## src/rtl/nic_rx_pkg.sv

```systemverilog
// Shared types for the class-separated receive buffer.
// Assumes a one-bit class field: 0 request, 1 response.
package nic_rx_pkg;
    typedef enum logic {
        CLS_REQ = 1'b0,
        CLS_RSP = 1'b1
    } pkt_cls_e;
endpackage

```

## src/rtl/nic_rx_fifo.sv

```systemverilog
// Synchronous FIFO with combinational head read.
// Assumes the caller never pushes when full nor pops when empty.
module nic_rx_fifo #(
    parameter int WIDTH = 8,
    parameter int DEPTH = 4
) (
    input  logic             clk,
    input  logic             rst_n,
    input  logic             push,
    input  logic [WIDTH-1:0] push_data,
    input  logic             pop,
    output logic [WIDTH-1:0] head_data,
    output logic             empty,
    output logic             full
);
    localparam int PW = (DEPTH > 1) ? $clog2(DEPTH) : 1;
    localparam int CW = $clog2(DEPTH + 1);

    logic [WIDTH-1:0] mem [DEPTH];
    logic [PW-1:0]    wr_ptr, rd_ptr;
    logic [CW-1:0]    count;

    assign empty     = (count == '0);
    assign full      = (count == CW'(DEPTH));
    assign head_data = mem[rd_ptr];

    // Store pushed words.
    always_ff @(posedge clk) begin
        if (push) mem[wr_ptr] <= push_data;
    end

    // Advance pointers and occupancy.
    always_ff @(posedge clk) begin
        if (!rst_n) begin
            wr_ptr <= '0;
            rd_ptr <= '0;
            count  <= '0;
        end else begin
            if (push) wr_ptr <= (wr_ptr == PW'(DEPTH - 1)) ? '0 : wr_ptr + 1'b1;
            if (pop)  rd_ptr <= (rd_ptr == PW'(DEPTH - 1)) ? '0 : rd_ptr + 1'b1;
            case ({push, pop})
                2'b10:   count <= count + 1'b1;
                2'b01:   count <= count - 1'b1;
                default: count <= count;
            endcase
        end
    end
endmodule

```

## src/rtl/nic_rx_credits.sv

```systemverilog
// Per-source counters of request slots in use.
// Assumes inc only when has_room is high and dec only for a held request.
module nic_rx_credits #(
    parameter int NODES = 4,
    parameter int LIMIT = 2,
    parameter int SRC_W = 2,
    parameter int CW    = 2
) (
    input  logic               clk,
    input  logic               rst_n,
    input  logic               inc,
    input  logic [SRC_W-1:0]   inc_src,
    input  logic               dec,
    input  logic [SRC_W-1:0]   dec_src,
    output logic               has_room,
    output logic [NODES*CW-1:0] lvl_flat
);
    logic [CW-1:0] lvl [NODES];
    logic [CW-1:0] sel_lvl;

    for (genvar g = 0; g < NODES; g++) begin : g_src
        logic hit_inc, hit_dec;
        assign hit_inc = inc && (inc_src == SRC_W'(g));
        assign hit_dec = dec && (dec_src == SRC_W'(g));

        // Track slots held by source g.
        always_ff @(posedge clk) begin
            if (!rst_n) begin
                lvl[g] <= '0;
            end else begin
                case ({hit_inc, hit_dec})
                    2'b10:   lvl[g] <= lvl[g] + 1'b1;
                    2'b01:   lvl[g] <= lvl[g] - 1'b1;
                    default: lvl[g] <= lvl[g];
                endcase
            end
        end

        assign lvl_flat[g*CW +: CW] = lvl[g];
    end

    // Select the level of the arriving source.
    always_comb begin
        sel_lvl = '0;
        for (int i = 0; i < NODES; i++) begin
            if (inc_src == SRC_W'(i)) sel_lvl = lvl[i];
        end
    end

    assign has_room = (sel_lvl < CW'(LIMIT));
endmodule

```

## src/rtl/nic_rx_classq.sv

```systemverilog
// Receive buffer that splits traffic into request and response queues.
// Requests are bounded per source; overflow turns into a NACK.
// Assumes in_cls 0 = request, 1 = response; malformed sources are dropped.
module nic_rx_classq #(
    parameter int NODES      = 4,
    parameter int NODE_ID    = 0,
    parameter int REQ_LIMIT  = 2,
    parameter int PAY_W      = 8,
    parameter int NACK_DEPTH = 2,
    localparam int SRC_W     = (NODES > 1) ? $clog2(NODES) : 1
) (
    input  logic             clk,
    input  logic             rst_n,
    input  logic             in_valid,
    output logic             in_ready,
    input  logic [SRC_W-1:0] in_src,
    input  logic             in_cls,
    input  logic [PAY_W-1:0] in_data,
    output logic             req_valid,
    input  logic             req_ready,
    output logic [SRC_W-1:0] req_src,
    output logic [PAY_W-1:0] req_data,
    output logic             rsp_valid,
    input  logic             rsp_ready,
    output logic [SRC_W-1:0] rsp_src,
    output logic [PAY_W-1:0] rsp_data,
    output logic             nack_valid,
    input  logic             nack_ready,
    output logic [SRC_W-1:0] nack_dst
);
    import nic_rx_pkg::*;

    localparam int REQ_DEPTH = REQ_LIMIT * (NODES - 1);
    localparam int RSP_DEPTH = REQ_LIMIT;
    localparam int CRD_W     = $clog2(REQ_LIMIT + 1);
    localparam int ENT_W     = SRC_W + PAY_W;

    pkt_cls_e   cls;
    logic       malformed, fire, has_room;
    logic       req_take, rsp_take, nack_push;
    logic       req_pop, rsp_pop, nack_pop;
    logic       req_empty, req_full, rsp_empty, rsp_full, nack_empty, nack_full;
    logic [ENT_W-1:0] req_head, rsp_head;
    logic [NODES*CRD_W-1:0] lvl_flat;

    assign cls = pkt_cls_e'(in_cls);

    // Classify source validity and decide acceptance.
    always_comb begin
        malformed = (in_src == SRC_W'(NODE_ID)) ||
                    ({1'b0, in_src} >= (SRC_W + 1)'(NODES));
        if (malformed)            in_ready = 1'b1;
        else if (cls == CLS_RSP)  in_ready = !rsp_full;
        else                      in_ready = !nack_full;
        fire      = in_valid && in_ready;
        req_take  = fire && !malformed && (cls == CLS_REQ) && has_room;
        nack_push = fire && !malformed && (cls == CLS_REQ) && !has_room;
        rsp_take  = fire && !malformed && (cls == CLS_RSP);
    end

    assign req_pop  = req_valid && req_ready;
    assign rsp_pop  = rsp_valid && rsp_ready;
    assign nack_pop = nack_valid && nack_ready;

    nic_rx_credits #(
        .NODES(NODES), .LIMIT(REQ_LIMIT), .SRC_W(SRC_W), .CW(CRD_W)
    ) u_credits (
        .clk(clk), .rst_n(rst_n),
        .inc(req_take), .inc_src(in_src),
        .dec(req_pop), .dec_src(req_src),
        .has_room(has_room), .lvl_flat(lvl_flat)
    );

    nic_rx_fifo #(.WIDTH(ENT_W), .DEPTH(REQ_DEPTH)) u_reqq (
        .clk(clk), .rst_n(rst_n),
        .push(req_take), .push_data({in_src, in_data}),
        .pop(req_pop), .head_data(req_head),
        .empty(req_empty), .full(req_full)
    );

    nic_rx_fifo #(.WIDTH(ENT_W), .DEPTH(RSP_DEPTH)) u_rspq (
        .clk(clk), .rst_n(rst_n),
        .push(rsp_take), .push_data({in_src, in_data}),
        .pop(rsp_pop), .head_data(rsp_head),
        .empty(rsp_empty), .full(rsp_full)
    );

    nic_rx_fifo #(.WIDTH(SRC_W), .DEPTH(NACK_DEPTH)) u_nackq (
        .clk(clk), .rst_n(rst_n),
        .push(nack_push), .push_data(in_src),
        .pop(nack_pop), .head_data(nack_dst),
        .empty(nack_empty), .full(nack_full)
    );

    assign req_valid  = !req_empty;
    assign rsp_valid  = !rsp_empty;
    assign nack_valid = !nack_empty;
    assign {req_src, req_data} = req_head;
    assign {rsp_src, rsp_data} = rsp_head;
endmodule

```

## config.mk

```make
export PLATFORM = sky130hd
export DESIGN_NAME = nic_rx_classq
export DESIGN_NICKNAME = d
export VERILOG_FILES = /design/src/rtl/nic_rx_pkg.sv /design/src/rtl/nic_rx_fifo.sv /design/src/rtl/nic_rx_credits.sv /design/src/rtl/nic_rx_classq.sv
export SDC_FILE = /design/constraint.sdc
export NUM_CORES = 1
export LEC_CHECK = 0
export ABC_AREA = 1
export BUFFER_PORTS_ARGS = -buffer_cell sky130_fd_sc_hd__buf_2
export CORE_AREA = 3 3 101 103
export DETAILED_ROUTE_END_ITERATION = 10
export DIE_AREA = 0 0 104 106
export PLACE_DENSITY = 0.71
export SLEW_MARGIN = 15
export SYNTH_ARGS = -nofsm -noshare
export SYNTH_HDL_FRONTEND = slang
export SYNTH_SLANG_ARGS = --single-unit
```

## constraint.sdc

```tcl
create_clock -name clk -period 5.3 [get_ports clk]
set_clock_uncertainty 0.2 [all_clocks]
set_input_delay 0.265 -clock clk [delete_from_list [all_inputs] [get_ports clk]]
set_output_delay 0.265 -clock clk [all_outputs]
set_load 0.05 [all_outputs]
```

==> results of run 1 <==
==> cells in the final DEF (no fill, tap or decap), types with 2 or more instances in the layout <==
cell / Yosys / layout
bufinv_16: 0 / 3
inv_6: 0 / 4
conb_1: 2 / 2
clkinvlp_4: 0 / 2
clkinv_4: 0 / 4
o21a_1: 2 / 2
nor2_2: 3 / 3
or2_2: 3 / 3
nor2_1: 46 / 46
nand2_1: 38 / 38
a21oi_1: 21 / 21
buf_4: 0 / 2
inv_1: 37 / 37
clkbuf_16: 0 / 16
nor3_1: 8 / 6
nand3_1: 17 / 17
edfxtp_1: 92 / 92
nand3_2: 2 / 2
xor2_1: 4 / 4
xnor2_1: 4 / 4
o22ai_1: 8 / 8
mux2_2: 12 / 12
buf_2: 5 / 42
o21ai_0: 48 / 48
nor3_2: 1 / 3
ha_1: 11 / 11
o22a_1: 8 / 8
dfxtp_1: 22 / 22
dlygate4sd3_1: 0 / 14
==> metrics by stage <==
step	worst slack, ns	utilization, %	std cells	hold WS (ns)
floorplan	2.49	-	410	0.164
global placement	2.50	55.4	569	0.237
detailed placement	2.34	55.4	569	0.242
CTS	2.31	63.3	614	0.0358
global route	2.00	63.3	614	0.0731
finish	2.26	63.3	614	0.0515
==> worst max-delay path: stages (launching register included) <==
cell,delay [ns]
dfxtp_1,0.32
inv_1,0.63
nand2_1,0.11
nand3_1,0.11
nand2_1,0.06
o21ai_1,0.31
nand2_1,0.13
ha_1,0.31
nor2_1,0.04
nor2_1,0.14
a21oi_1,0.07
o21ai_0,0.29
==> worst max-delay path by stage <==
stage	endpoint	cells after the start	slack [ns]	from
6_report	u_credits.lvl[2][0]	11	2.26	flip-flop
5_1_grt	u_credits.lvl[2][0]	11	2.00	flip-flop
4_1_cts	u_credits.lvl[2][0]	11	2.31	flip-flop
3_5_place_dp	u_credits.lvl[2][0]	11	2.34	flip-flop
3_3_place_gp	u_credits.lvl[2][0]	11	2.50	flip-flop
2_1_floorplan	u_credits.lvl[2][0]	10	2.49	flip-flop
==> cell type report <==
| class | count | area (um2) |
|---|---|---|
| multi-input cells | 245 | 1410 |
| clock buffers | 17 | 414 |
| well taps | 129 | 161 |
| inverters | 37 | 139 |
| repair buffers | 58 | 365 |
| fillers | 721 | 3410 |
| clock inverters | 14 | 180 |
| flip-flops and latches | 114 | 3200 |
==> power groups by stage <==
stage / registers (W) / logic, W / clock network [W]
2_1_floorplan: 0.00105 / 0.000429 / 0
3_3_place_gp: 0.00106 / 0.000530 / 0
3_5_place_dp: 0.00106 / 0.000545 / 0
4_1_cts: 0.00104 / 0.000558 / 0.00115
5_1_grt: 0.00105 / 0.000607 / 0.00119
6_report: 0.00104 / 0.000555 / 0.00113
==> kinds of logic (layout without fill, tap and decap cells) <==
group,after synthesis,count (layout),synth area share [%]
AOI/OAI and AO/OA,89,89,10.3
xor gates and xnor gates,8,8,1.46
adders and majority gates,12,12,3.28
buffers and inverters,51,126,4.26
DFF,114,114,66.6
muxes,12,12,2.81
other,2,2,0.156
and+or+nand+nor,122,122,11.2
==> flip-flops by register name, summed over array words and instances (netlist names), 2 cells and up, named ones only <==
signal and cells:
u_reqq.count 3, u_nackq.count 2, u_reqq.wr_ptr 3, u_reqq.mem 60, u_reqq.rd_ptr 3, u_rspq.mem 20
u_rspq.count 2, u_nackq.mem 4, u_credits.lvl 8
==> per-layer routing <==
| metal | vias to the layer above | share of wire [%] | track usage [%] |
|---|---|---|---|
| li1 | 1574 | - | - |
| met1 | 1532 | 42 | 21.8 |
| met2 | 99 | 51 | 31.6 |
| met3 | 11 | 5.3 | 5.22 |
| met4 | 0 | 1.3 | 7.03 |
| met5 | - | 0 | 0 |
==> flow_metrics.tcl, run 1 <==
set metrics [dict create \
    cts_tree "done" \
    n_antenna_cell 0 \
    yosys_warnings 0 \
    worstSetupPathType "reg2reg" \
    htree_num_levels 4 \
    path_clk_slew_ns 0.06 \
    r2r_cells 11 \
    final_area_mm2 0.00588 \
    postRouteAntennaNets 0 \
    p_clk_share_pct 41.5 \
    rsz0062_at_grt "false" \
    die_w_um 104 \
    synth_cell_types 32 \
    combPwrFrac_pct 20.3 \
    netlist.area_leader.share_pct 57.4 \
    worstPathRequired_ns 5.29 \
    p_total_w 0.00273 \
    critPathLaunchType "flip-flop" \
    fmax_ghz 0.329 \
    crit_fanout 30 \
    synth_edf_count 92 \
    leakage_nw 2.21 \
    yosysTopAreaCell "edfxtp_1" \
    netSwitchingPower_w 0.000846 \
    final-hold-violation-count 0 \
    gp_routability_congestion 0.740 \
    grt_antenna_before_repair 0 \
    yosysSeqAreaShare_pct 66.6 \
    layout_min_cycle_time_ns 3.04 \
    routed_wl_um 9510 \
    slew_headroom_pct 24.9 \
    syn_area_mm2 0.00481 \
    rrSetupSlack_ns 2.26 \
    place_area_mm2 0.00514 \
    port_buffers 42 \
    cts_setup_buffers 0 \
    dpl.hpwl_um 6030 \
    cts_hold_buf 14 \
    numCtsBuffers 17 \
    dr.pass1.iters 7 \
    cts_root_buffer "clkbuf_8" \
    yosysMostFrequentCell "edfxtp_1" \
    track_usage_pct 18.3 \
    layout-drive-gt1-share_pct 20.8 \
    vias_per_cell 5.24 \
    min-delay-start "req_ready" \
    clock_latency_ns 0.51 \
    max_cap_violations 0 \
    grt_pass1_vias 3200 \
    arrival_ns 3.03 \
    intPower_w 0.00189 \
    min_period_over_period_pct 57.4 \
    finalSetupViolations 0 \
    synthTopCellsByArea "edfxtp_1, dfxtp_1, o21ai_0" \
    rows 35 \
    grt_remaining_overflow 0 \
    min_path_type "in2reg" \
    synth_area_per_cell_um2 11.7 \
    setup-tns-final_ns 0 \
    outcome "finished, final reports clean" \
    drc 0 \
    die_h_um 106 \
    area_growth_pct 22.1 \
    r2r_end "u_credits.lvl[2][0]" \
    slew_violations 0 \
    synth_fp_nets 439 \
    grt_max_degree 31 \
    clockBufferDepth 2 \
    ctsResizeCount 0 \
    vias 3216 \
    holdPathStages 5 \
    p_sw_share_pct 31.0 \
    seqPwrFrac_pct 38.2 \
    holdPathEnd "u_reqq.rd_ptr[2]" \
    nNetsFinal 502 \
    clock_sinks 114 \
    wl_per_cell_um 15.5 \
    grt_pass1_wl_um 15700 \
    power_density_mw_per_mm2 465 \
    synth_flop_cell "edfxtp_1" \
    dieArea_mm2 0.0110 \
    syn_inst 410 \
    peakVddDrop_v 0.000312 \
    num_io_pins 43 \
    synth_common_cells "edfxtp_1, o21ai_0, nor2_1, nand2_1, inv_1" \
    synthArstFlopShare_pct 0 \
    start_util_pct 51.8 \
    core_area_mm2 0.00928 \
    worst_pin_slew_ns 1.12 \
    end_kind "flip-flop" \
    initialDrtViolationCount 160 \
    synth-seq-cells 114 \
]
Note: power is estimated with default switching activity, not from simulation.
==> run 2, diff against run 1 <==
- ABC_AREA: 1 -> 0
- clock period: 5.3 -> 2.89 ns (I/O delays scaled with it)
==> flow_metrics.tcl, run 2 <==
set metrics [dict create \
    worstPathRequired_ns 2.87 \
    grt_antenna_before_repair 0 \
    synth_fp_nets 355 \
    synth_area_per_cell_um2 14.8 \
    syn_inst 326 \
    synth-seq-cells 114 \
    p_total_w 0.00523 \
    pre_cts_slack_ns 0.0966 \
    cts_tree "done" \
    holdPathEnd "u_reqq.wr_ptr[2]" \
    netSwitchingPower_w 0.00153 \
    outcome "finished, final reports clean" \
    max_cap_violations 0 \
    yosys_warnings 0 \
    worstSetupPathType "reg2reg" \
    place_area_mm2 0.00526 \
    cts_setup_buffers 0 \
    cp_top_family "multiplexers" \
    grt_pass1_vias 2940 \
    layout-drive-gt1-share_pct 28.6 \
    dpl.hpwl_um 5840 \
    synth_flop_cell "edfxtp_1" \
    yosysSeqAreaShare_pct 66.4 \
    finalNonFillerCells 549 \
    layout_min_cycle_time_ns 2.67 \
    synth_cell_types 42 \
    rsz0062_at_grt "false" \
    min_period_over_period_pct 92.3 \
    initialDrtViolationCount 140 \
    synthTopCellsByArea "edfxtp_1, dfxtp_1, mux4_2" \
    slew_violations 0 \
    min-delay-start "in_valid" \
    routed_wl_um 8920 \
    num_io_pins 43 \
    htree_num_levels 4 \
    dieArea_mm2 0.0110 \
    dr.pass1.iters 4 \
    vias 2759 \
    setup_slack_ns 0.223 \
    peakVddDrop_v 0.000479 \
    arrival_ns 2.65 \
    worstPathCellList "mux2_2, mux4_2, nand2b_1, nor2_1, ha_1, nor2_1, o21ai_0" \
    slowest_delay_ns 0.53 \
    cts_root_buffer "clkbuf_8" \
    reg.largest.list "u_reqq.mem: 60 flops, u_rspq.mem: 20 flops, u_credits.lvl: 8 flops" \
    area_growth_pct 25.2 \
    wl_per_cell_um 16.3 \
    track_usage_pct 17.4 \
    final_common_cell "edfxtp_1" \
    intPower_w 0.00370 \
    fmax_ghz 0.375 \
    gp_routability_congestion 0.711 \
    start_util_pct 51.9 \
    nNetsFinal 437 \
    critPathSlowestCell "mux4_2" \
    dp.cells 501 \
    die_w_um 104 \
    cpMostUsedCell "nor2_1" \
    r2r_end "u_credits.lvl[1][1]" \
    regMostFlops "u_reqq.mem" \
    synth_edf_count 92 \
    r2r_cells 7 \
    crit_fanout 5 \
    grt_remaining_overflow 0 \
    end_kind "flip-flop" \
    holdPathStages 5 \
    clock_latency_ns 0.50 \
    p_clk_share_pct 40.4 \
    seqPwrFrac_pct 37.4 \
    n_antenna_cell 0 \
    final_area_mm2 0.00604 \
    vias_per_cell 5.03 \
    die_h_um 106 \
    setup-tns-final_ns 0 \
    port_buffers 42 \
    rrSetupSlack_ns 0.22 \
    clockBufferDepth 2 \
    drc 0 \
    synthArstFlopShare_pct 0 \
    syn_area_mm2 0.00482 \
    cp_num_buf_inv 0 \
    grt_max_degree 34 \
    final_cell_mix "edfxtp_1, buf_2, nor2_1" \
    core_area_mm2 0.00928 \
    numCtsBuffers 17 \
    rows 35 \
    synth_common_cells "edfxtp_1, nor2_1, dfxtp_1, nand2_1, mux2_2" \
    p_sw_share_pct 29.2 \
    grt_pass1_wl_um 14600 \
    postRouteAntennaNets 0 \
    netlist.area_leader.share_pct 57.3 \
    clock_sinks 114 \
    path_clk_slew_ns 0.06 \
    leakage_nw 2.16 \
    power_density_mw_per_mm2 867 \
    yosysTopAreaCell "edfxtp_1" \
    yosysMostFrequentCell "edfxtp_1" \
    combPwrFrac_pct 22.2 \
    critPathLaunchType "flip-flop" \
    finalSetupViolations 0 \
    final-hold-violation-count 0 \
    largest_reg_flops 60 \
    min_path_type "in2reg" \
]
## run 2: cell types whose count changed after synthesis, sizes merged, moves of 10 or more
cell / before / now
o21ai: 50 / 8
inv: 37 / 9
nor2: 50 / 26
nand2: 39 / 16
nand3: 19 / 1
mux2i: 0 / 12
nor2b: 0 / 12
mux4: 0 / 11
and2: 0 / 10
## run 2: worst min-delay path: stages
cell,delay [ns]
buf_2,0.11
nand2b_1,0.16
nor4_4,0.08
nand2_1,0.13
mux2i_1,0.09
## run 2: cells by family (layout without fill, tap and decap cells)
kind of cell             Yosys count  count (layout)  share of synthesized area, %
flip-flops                       114             114                          66.4
AND/OR/NAND/NOR                   99              99                          11.6
multiplexers                      37              37                          10.9
AO/OA/AOI/OAI                     29              29                          3.50
buffers and inverters             19             113                          1.56
XOR/XNOR                          14              14                          2.54
adder cells (fa/ha/maj)           12              12                          3.27
other                              2               2                         0.156
## run 2: through the flow
| stage | hold WS (ns) | util [%] |
|---|---|---|
| floorplan | 0.0434 | - |
| global placement | 0.225 | 56.7 |
| detailed placement | 0.233 | 56.7 |
| CTS | 0.0526 | 65.0 |
| global route | 0.0906 | 65.0 |
| finish | 0.0672 | 65.0 |
## run 2: worst max-delay path by stage
stage | startpoint | end | cells after the start
floorplan | flip-flop | u_credits.lvl[0][0] | 7
global placement | u_credits.lvl[2][1] | u_reqq.count[2] | 9
detailed placement | u_credits.lvl[2][1] | u_reqq.count[2] | 9
CTS | u_credits.lvl[2][1] | u_reqq.count[2] | 9
global route | flip-flop | u_credits.lvl[2][0] | 8
finish | flip-flop | u_credits.lvl[1][1] | 7
## run 2: power by group through the flow
| stage | combinational, W | clock, W | sequential (W) |
|---|---|---|---|
| 5_1_grt | 0.00126 | 0.00222 | 0.00197 |
| 3_5_place_dp | 0.00115 | 0 | 0.00199 |
| 6_report | 0.00116 | 0.00212 | 0.00195 |
| 2_1_floorplan | 0.000934 | 0 | 0.00195 |
| 4_1_cts | 0.00118 | 0.00216 | 0.00195 |
| 3_3_place_gp | 0.00112 | 0 | 0.00198 |
## run 2: metal layers
layer  up-vias  global-route usage (%)  wire, um
li1       1362                       -         -
met1      1335                    18.6      3600
met2        53                    32.8      4860
met3         9                    5.83       403
met4         0                    4.94        62
met5         -                       0         0
## run 2: timing repair
action | in CTS | in global routing
hold buffers | 17 | 0
resized for setup | 0 | 0
hold endpoints to repair | 106 | 0
setup endpoints to repair | 0 | 2
## run 2: layout make-up
type,count,area [um2]
Fill cell,679,3250
Inverter,9,33.8
Tap cell,129,161
Timing Repair Buffer,73,485
Sequential cell,114,3200
Clock buffer,19,422
Multi-Input combinational cell,193,1550
Clock inverter,12,183
==> run 3, diff against run 2 <==
- CAP_MARGIN: not set -> 40
- clock period: 2.89 -> 2.9 ns (I/O delays scaled with it)
==> flow_metrics.tcl, run 3 (same netlist as run 2, synthesis figures left out) <==
set metrics [dict create \
    outcome "finished, final reports clean" \
    initialDrtViolationCount 110 \
    core_area_mm2 0.00928 \
    p_clk_share_pct 37.6 \
    routed_wl_um 8710 \
    vias 2786 \
    rows 35 \
    wl_per_cell_um 15.8 \
    min-delay-start "in_valid" \
    r2r_cells 9 \
    n_antenna_cell 0 \
    pre_cts_slack_ns 0.0847 \
    largest_reg_flops 60 \
    clock_sinks 114 \
    seq_area_mm2 0.00320 \
    min_path_type "in2reg" \
    clock_latency_ns 0.49 \
    critPathSlowestCell "mux4_2" \
    grt_remaining_overflow 0 \
    ctsResizeCount 0 \
    die_h_um 106 \
    multi_input_area_mm2 0.00155 \
    cts_tree "done" \
    port_buffers 42 \
    slowest_delay_ns 0.54 \
    regMostFlops "u_reqq.mem" \
    crit_fanout 5 \
    final_common_cell "edfxtp_1" \
    dpl.hpwl_um 5670 \
    worstPathRequired_ns 3.12 \
    num_io_pins 43 \
    worstSetupPathType "reg2reg" \
    finalSetupViolations 0 \
    leakage_nw 2.13 \
    numCtsBuffers 17 \
    postRouteAntennaNets 0 \
    min_period_over_period_pct 92.0 \
    dr.pass1.iters 4 \
    arrival_ns 2.89 \
    drc 0 \
    n_fill_cell 697 \
    layout-drive-gt1-share_pct 28.9 \
    final_cell_mix "edfxtp_1, buf_2, nor2_1" \
    gp_routability_congestion 0.718 \
    end_kind "flip-flop" \
    power_density_mw_per_mm2 830 \
    slew_violations 0 \
    grt_antenna_before_repair 0 \
    fmax_ghz 0.375 \
    max_cap_violations 0 \
    critPathLaunchType "flip-flop" \
    start_util_pct 51.9 \
    cts_root_buffer "clkbuf_8" \
    peakVddDrop_v 0.000536 \
    track_usage_pct 17.0 \
    worstPathCellList "mux4_2, nor4_4, inv_2, ha_1, inv_1, fa_1, xor2_1, or3_1, a21boi_0" \
    cts_setup_buffers 0 \
    grt_pass1_wl_um 14500 \
    holdPathEnd "u_reqq.wr_ptr[2]" \
    p_sw_share_pct 30.9 \
    r2r_end "u_reqq.count[2]" \
    setup-tns-final_ns 0 \
    nNetsFinal 438 \
    holdPathStages 5 \
    area_growth_pct 24.3 \
    clockBufferDepth 2 \
    final-hold-violation-count 0 \
    die_w_um 104 \
    rrSetupSlack_ns 0.23 \
    combPwrFrac_pct 23.2 \
    grt_max_degree 34 \
    fin_util_pct 64.5 \
    rsz0062_at_grt "false" \
    intPower_w 0.00344 \
    path_clk_slew_ns 0.06 \
    grt_pass1_vias 2971 \
    layout_min_cycle_time_ns 2.67 \
    setup_slack_ns 0.232 \
    vias_per_cell 5.06 \
    reg.largest.list "u_reqq.mem: 60 flops, u_rspq.mem: 20 flops, u_credits.lvl: 8 flops" \
    r2r-start "u_credits.lvl[3][1]" \
    dieArea_mm2 0.0110 \
    htree_num_levels 4 \
    seqPwrFrac_pct 39.2 \
    netSwitchingPower_w 0.00154 \
]
[run 3: worst max-delay path by stage]
stage / to / start / depth (start not counted) / slack (ns)
3_5_place_dp: u_reqq.count[2] / u_credits.lvl[3][1] / 9 / 0.08
2_1_floorplan: u_credits.lvl[0][0] / flip-flop / 7 / 0.12
3_3_place_gp: u_reqq.count[2] / u_credits.lvl[2][1] / 9 / 0.24
6_report: u_reqq.count[2] / u_credits.lvl[3][1] / 9 / 0.23
5_1_grt: u_reqq.count[2] / u_credits.lvl[1][1] / 9 / 0.05
4_1_cts: u_reqq.count[2] / u_credits.lvl[3][1] / 9 / 0.07
[run 3: area by class of cell]
class | count | share of cell area, %
Clock buffer | 17 | 6.91
Clock inverter | 15 | 2.23
Inverter | 9 | 0.564
Multi-Input combinational cell | 193 | 25.9
Sequential cell | 114 | 53.5
Tap cell | 129 | 2.69
Timing Repair Buffer | 74 | 8.27
[run 3: timing repair]
action / CTS / global route
setup endpoints to repair: 0 / 1
endpoints found under the hold margin: 106 / 0
hold buffers: 18 / 0
[run 3: metrics by stage]
| stage | cell area, um2 | total power [W] | hold slack, ns | instances |
|---|---|---|---|---|
| floorplan | 4830 | 0.00287 | 0.0439 | 326 |
| global placement | 5260 | 0.00309 | 0.220 | 501 |
| detailed placement | 5260 | 0.00311 | 0.222 | 501 |
| CTS | 5990 | 0.00502 | 0.0656 | 551 |
| global route | 5990 | 0.00520 | 0.0793 | 551 |
| finish | 5990 | 0.00497 | 0.0833 | 551 |
[run 3: layer usage]
layer  GRT usage (%)  vias to the layer above  wire length [um]
met2            31.3                       55              4750
met1            19.0                     1358              3620
met5               0                        -                 0
li1                -                     1369                 -
met4            4.84                        0                23
met3            5.46                        4               314
[run 3: critical path: cells and delay by family, from the launching register on]
| family | cells | cell delay, ns |
|---|---|---|
| mux | 1 | 0.54 |
| fa+ha+maj | 2 | 0.42 |
| flops | 1 | 0.42 |
| buf+inv | 2 | 0.19 |
| simple gates | 2 | 0.56 |
| compound gates | 1 | 0.17 |
| xor+xnor | 1 | 0.08 |
[run 3: power by group through the flow]
| stage | Sequential [W] | Combinational (W) | Clock (W) |
|---|---|---|---|
| floorplan | 0.00194 | 0.000931 | 0 |
| global placement | 0.00198 | 0.00111 | 0 |
| detailed placement | 0.00198 | 0.00113 | 0 |
| CTS | 0.00195 | 0.00116 | 0.00191 |
| global route | 0.00196 | 0.00124 | 0.00199 |
| finish | 0.00195 | 0.00115 | 0.00187 |
